===== config.mk =====
export PLATFORM = sky130hd
export DESIGN_NAME = pushdown_pc_stack
export DESIGN_NICKNAME = d
export VERILOG_FILES = /design/src/rtl/pushdown_pc_stack.sv
export SDC_FILE = /design/constraint.sdc
export NUM_CORES = 1
export LEC_CHECK = 0
export BUFFER_PORTS_ARGS = -buffer_cell sky130_fd_sc_hd__buf_4
export CAP_MARGIN = 10
export CORE_MARGIN = 2
export CORE_UTILIZATION = 65
export CTS_BUF_LIST = sky130_fd_sc_hd__clkbuf_8
export CTS_CLUSTER_DIAMETER = 120
export DETAILED_ROUTE_END_ITERATION = 12
export PLACE_DENSITY = 0.93
export SLEW_MARGIN = 20
export SYNTH_ARGS = -nofsm -noshare
export SYNTH_HDL_FRONTEND = slang
export SYNTH_SLANG_ARGS = --single-unit

===== constraint.sdc =====
create_clock -name clk -period 6.35 [get_ports clk]
set_input_delay 1.27 -clock clk [delete_from_list [all_inputs] [get_ports clk]]
set_output_delay 1.27 -clock clk [all_outputs]
set_load 0.005 [all_outputs]

===== src/rtl/pushdown_pc_stack.sv =====
module pushdown_pc_stack #(
  parameter int AW     = 14,
  parameter int DEPTH  = 8,
  parameter int VW     = 3,
  parameter int VSHIFT = 3
) (
  input  logic          clk,
  input  logic          rst_n,
  input  logic          pc_inc,
  input  logic          jmp_req,
  input  logic [AW-1:0] jmp_addr,
  input  logic          call_req,
  input  logic [AW-1:0] call_addr,
  input  logic          ret_req,
  input  logic          vec_req,
  input  logic [VW-1:0] vec_num,
  input  logic          cond_en,
  input  logic [2:0]    cond_code,
  input  logic          flag_c,
  input  logic          flag_z,
  input  logic          flag_s,
  input  logic          flag_p,
  output logic [AW-1:0] pc,
  output logic          cond_ok
);
  localparam int LW  = $clog2(DEPTH);
  localparam int PAD = AW - VW - VSHIFT;

  logic [AW-1:0] slot [DEPTH];
  logic [LW-1:0] lvl;
  logic [LW-1:0] lvl_up, lvl_dn;
  logic [AW-1:0] vec_tgt;
  logic          sel_flag, go;
  logic          do_call, do_vec, do_ret, do_jmp;

  always_comb begin
    case (cond_code[1:0])
      2'b00:   sel_flag = flag_c;
      2'b01:   sel_flag = flag_z;
      2'b10:   sel_flag = flag_s;
      default: sel_flag = flag_p;
    endcase
  end

  assign cond_ok = (sel_flag == cond_code[2]);
  assign go      = !cond_en || cond_ok;

  assign do_call = call_req && go;
  assign do_vec  = vec_req && !do_call;
  assign do_ret  = ret_req && go && !do_call && !do_vec;
  assign do_jmp  = jmp_req && go && !do_call && !do_vec && !do_ret;

  assign lvl_up  = lvl + 1'b1;
  assign lvl_dn  = lvl - 1'b1;
  assign vec_tgt = {{PAD{1'b0}}, vec_num, {VSHIFT{1'b0}}};
  assign pc      = slot[lvl];

  always_ff @(posedge clk) begin
    if (!rst_n) begin
      lvl <= '0;
      for (int i = 0; i < DEPTH; i++) slot[i] <= '0;
    end else if (do_call) begin
      lvl <= lvl_up;
      slot[lvl_up] <= call_addr;
    end else if (do_vec) begin
      lvl <= lvl_up;
      slot[lvl_up] <= vec_tgt;
    end else if (do_ret) begin
      lvl <= lvl_dn;
    end else if (do_jmp) begin
      slot[lvl] <= jmp_addr;
    end else if (pc_inc) begin
      slot[lvl] <= slot[lvl] + 1'b1;
    end
  end

  assert_no_call_ret_R4: assert property (@(posedge clk) disable iff (!rst_n)
    !(call_req && ret_req));

  assert_call_target_R4: assert property (@(posedge clk) disable iff (!rst_n)
    (call_req && go) |=> pc == $past(call_addr));

  assert_vector_entry_R6: assert property (@(posedge clk) disable iff (!rst_n)
    (vec_req && !(call_req && go)) |=> (pc[VSHIFT-1:0] == '0 && (pc >> (VW + VSHIFT)) == '0));

  assert_increment_R2: assert property (@(posedge clk) disable iff (!rst_n)
    (pc_inc && !vec_req && !(go && (call_req || ret_req || jmp_req)))
      |=> pc == AW'($past(pc) + 1'b1));

  assert_cond_hold_R8: assert property (@(posedge clk) disable iff (!rst_n)
    (cond_en && !cond_ok && !vec_req && !pc_inc) |=> $stable(pc));
endmodule


# Word-level counts from Yosys, hierarchy flattened
# Memories as Yosys holds them, arrays and structs flattened. A register that Yosys moved wholly into a read port is not among the register bits.
# Cells that the tools add are included.
# totals
elab_cells	63
input_bits	46
output_inout_bits	15
regBits	3
memories	1
ram_bits	112
# memory_table
memory	depth	word_bits	read_ports	rd_clocked_by_memory_dff	wr	line	rtl
slot	8	14	1	1	8	29	logic [AW-1:0] slot [DEPTH];
# classes
add_sub_neg	3
mux	35
eq_ne	3
reduce_logical	18
bitwise_logic	2
# ops
operator	n
14-bit two-way mux	4
14-bit OR reduction	2
1-bit two-way mux	23
3-bit two-way mux	7
14-bit by 1-bit adder with 14-bit output (second input constant)	1
1-bit logical AND	9
1-bit zero test	4
3-bit by 1-bit adder with 3-bit output (second input constant)	1
1-bit case mux with 3 select lines	1
3-bit nonzero test	1
3-bit by 1-bit subtractor with 3-bit output (second input constant)	1
2-bit by 1-bit == test with 1-bit output (second input constant)	1
2-bit == test (second input constant)	1
2-bit zero test	1
1-bit OR	2
1-bit == test	1
1-bit logical OR	1

# Depth between registers and ports, before layout
# logic_depth
word_depth	20
mapped_depth	10
ltp_nobuf	8

# Worst setup path after synthesis
# OpenSTA, ideal clock, no wires.
# synth_path
path_type	input to register
start	in cond_code[0]
end	mem slot[2][0], enable pin
t_arrival_ns	3.336
path_buffers	2
path_slack_ns	2.653
cell_stages	9
required_ns	5.989
path_cell_list	mux2i_1 -> mux2_2 -> o31ai_2 -> buf_2 -> o2111ai_1 -> nand3b_1 -> nand2_1 -> buf_2 -> nand2_1
# synth_rtl
item	line	rtl
from (decl)	18	input logic [2:0] cond_code,
to (decl)	29	

==> impl_results.md <==
* Status: finished clean
* Post-Route Setup TNS at 0 ns
* DP Wirelength at 11400 um
* Number of CTS-inserted buffers at 17
* Clock network latency to the later pin of the worst-skew pair at ~0.44 ns
* Initial antenna violation count at 0
* CP Class: input pin to register
* Arrival @ worst endpoint at 4.37 ns
* Post-synth EDFFs at between 100 and 150
* Height of the die at around 100 um
* Hold violation total from the final report at 0
* Endpoints failing setup at 0
* Synthesized netlist net count at slightly above 500
* Maximum fanout along the worst path at 15
* Initial standard-cell utilization of the core at roughly two thirds
* DIE WIDTH at 101 um
* Largest voltage drop on the vdd net at approximately 220 uV
* Fraction of registers with async set/reset at 0%
* Global-route congestion overflow total at 0
* Pleak at roughly 2.6 nW
* Pins over their slew limit at 0
* Global routing usage summed across all routing layers at roughly 33%
* Yosys warning count at 0
* RSZ-0062 raised after global routing: no
* Overall via count from detail_route at 4451
* NumNets Final at around 580
* Cts-stage hold buffer count at 0
* Crit share post-route at roughly two thirds
* Post-synthesis area per instance at about 13 um^2
* Element type at the critical path start: input pin
* Distinct cell type count after synthesis at 57
* Most area-hungry cell type in the Yosys netlist: sky130_fd_sc_hd__edfxtp_1
* Number of vias per cell after detailed routing at 6.84
* Netlist area before placement at just over 6000 um^2
* Number of remaining DRC errors at 0
* TritonCTS Sinks at approximately 120
* Number of synthesized register bits at 118
* Count of maximum capacitance violations at 0
* Cell area after layout at 6930 um^2
* Crit path time final at approximately 4.3 ns
* Final setup skew at approximately 0.0087 ns
* Worst Tran Pin Value at between 1 and 1.5 ns
* Sequential area share after synthesis at 57.5%
* Total power of the final layout at 0.00206 W
* DRT Wirelength at ~16000 um
* Path category of the worst min-delay check: register to register
* Synthesis-to-finish area growth at 14.2%
* Routed wire per std cell at roughly 25 um
* Clk buf depth at 2
* Top cells by area, synth: sky130_fd_sc_hd__edfxtp_1, sky130_fd_sc_hd__mux4_2, sky130_fd_sc_hd__nor2_1
* Tightest slew margin relative to the limit at between 10% and 20%
* Master cell of the clock root buffer: sky130_fd_sc_hd__clkbuf_8
* Largest net degree at the start of global routing at 29
* Number of DRC violations after detailed-routing iteration 0 at around 660
* CTS clk-pin slew, worst paths at about 0.070 ns
* Cell area after placement at around 6500 um^2
* Pre-Repair DR Iteration Count at 5
* Via count of the first global-routing pass at 4073
* Number of input and output port buffers inserted at 60
* Placeable core region at slightly above 9000 um^2
* Global-route wire length before repair at between 20000 and 25000 um
* Antenna-violating nets left at 0
* CTS H-tree depth at 4
* CTS tree: done
* WP data required at 6.40 ns
* Number of cell rows at 35
* Cells after Synth at between 400 and 500
* Number of top-level pins at between 60 and 70
* Placer's final routability congestion estimate at a little under 1
* Peak clock frequency supported by timing at approximately 0.23 GHz
* Capturing element type of the critical path: register
* Count of instances resized after the clock tree is built at 0
* Ys flop type: sky130_fd_sc_hd__edfxtp_1
* Layout cells sized above 1 at ~27%
* Total power density per cell area at 297 nW/um^2
* Post-synth top area share at a little under three fifths
* Die area at 10100 um^2
* Post-CTS Repair Setup Buffers at 0
synth_stat cells, types with 3 or more instances:
library cell and number:
sky130_fd_sc_hd__buf_4 3, sky130_fd_sc_hd__nor4_1 6, sky130_fd_sc_hd__and3_1 6, sky130_fd_sc_hd__mux2i_1 9, sky130_fd_sc_hd__mux2_2 17, sky130_fd_sc_hd__ha_1 3, sky130_fd_sc_hd__a31oi_1 4, sky130_fd_sc_hd__nor2_1 123
sky130_fd_sc_hd__edfxtp_1 112, sky130_fd_sc_hd__and3b_1 3, sky130_fd_sc_hd__o21a_1 3, sky130_fd_sc_hd__o2111ai_1 4, sky130_fd_sc_hd__dfxtp_1 6, sky130_fd_sc_hd__mux4_1 7, sky130_fd_sc_hd__inv_1 6, sky130_fd_sc_hd__nand3_1 9
sky130_fd_sc_hd__clkbuf_1 6, sky130_fd_sc_hd__o21ai_0 12, sky130_fd_sc_hd__xnor2_1 5, sky130_fd_sc_hd__nand3b_1 4, sky130_fd_sc_hd__o21ai_1 3, sky130_fd_sc_hd__mux4_2 22, sky130_fd_sc_hd__nand2_1 28, sky130_fd_sc_hd__nor3_1 9
sky130_fd_sc_hd__buf_2 13, sky130_fd_sc_hd__a21oi_1 4
metrics by stage:
| stage | cells | utilization, % | hold slack [ns] | setup slack [ns] |
|---|---|---|---|---|
| global placement | 617 | 71.2 | 0.584 | 1.87 |
| CTS | 649 | 75.6 | 0.597 | 2.11 |
| global route | 650 | 75.6 | 0.635 | 1.85 |
| detailed placement | 617 | 71.2 | 0.587 | 1.67 |
| floorplan | 469 | - | 0.515 | 2.65 |
| finish | 651 | 75.7 | 0.601 | 2.03 |
path summary, 6_finish.rpt:
path                start     endpoint  slack (ns)  depth (start not counted)
max          cond_code[0]  slot[1][11]        2.03                          8
min reg2reg        lvl[1]       lvl[1]        0.60                          2
max reg2reg      register   slot[3][1]        2.49                          6
min                lvl[1]       lvl[1]        0.60                          2
sequential cells by signal, indices dropped and copies added, names as in the netlist, named ones only:
register	cells
lvl	3
slot	112
cell families (layout without fill, tap and decap cells):
kind of cell	count (synthesis)	in the layout	synth area share, %
AO/OA/AOI/OAI	48	48	6.34
XOR/XNOR	7	7	1.01
adder cells (fa/ha/maj)	3	3	0.619
buffers and inverters	31	101	2.95
flip-flops	118	118	57.5
multiplexers	57	57	16.3
other	0	1	0
AND/OR/NAND/NOR	205	205	15.3
routing by layer:
layer	vias to the layer above	part of all wire [%]	global-route usage, %
li1	1893	-	-
met5	-	0	0
met4	0	5.8	21.2
met2	396	44	48.2
met3	72	14	9.64
met1	2090	36	43.8
critical path, cell delays in order:
cell,delay [ns]
sky130_fd_sc_hd__buf_4,0.11
sky130_fd_sc_hd__mux2i_1,0.29
sky130_fd_sc_hd__mux2_2,0.40
sky130_fd_sc_hd__o31ai_2,0.73
sky130_fd_sc_hd__or2_1,0.39
sky130_fd_sc_hd__mux2i_1,0.25
sky130_fd_sc_hd__nand2_1,0.44
sky130_fd_sc_hd__nand2_1,0.49
area by class of cell:
type                       instances  area, um^2
sequential                       118        3490
multi-input combinational        320        2410
fill                             513        2230
timing repair buffer              63         470
clock buffer                      17         234
clock inverter                    15         164
tap                              111         139
inverter                           6        22.5
antenna                            1        2.50
power by group:
part / internal [W] / leakage, nW / total (W) / switching, W
sequential: 0.000924 / 1.21 / 0.000977 / 0.0000528
clock: 0.000382 / 0.201 / 0.000682 / 0.000300
combinational: 0.000172 / 1.14 / 0.000400 / 0.000227
cell usage in the layout (no fill, tap or decap), drive strengths merged, types with 2 or more instances in the layout:
master and count:
clkinvlp 2, mux2 19, nor3 9, dfxtp 6
nand3b 4, a21oi 4, ha 3, edfxtp 112
and3b 3, or2 2, nor3b 2, clkinv 7
nand4 2, nand2 28, o211ai 2, and3 8
o2111ai 4, clkbuf 17, nand3 10, nor2b 2
bufinv 3, xor2 2, mux2i 9, nor2 124
a22o 2, mux4 29, buf 63, o311ai 3
xnor2 5, nor4 6, a31oi 4, o21a 3
a32oi 3, o21ai 15, or3 2, inv 9
(Power assumes the default switching activity.)
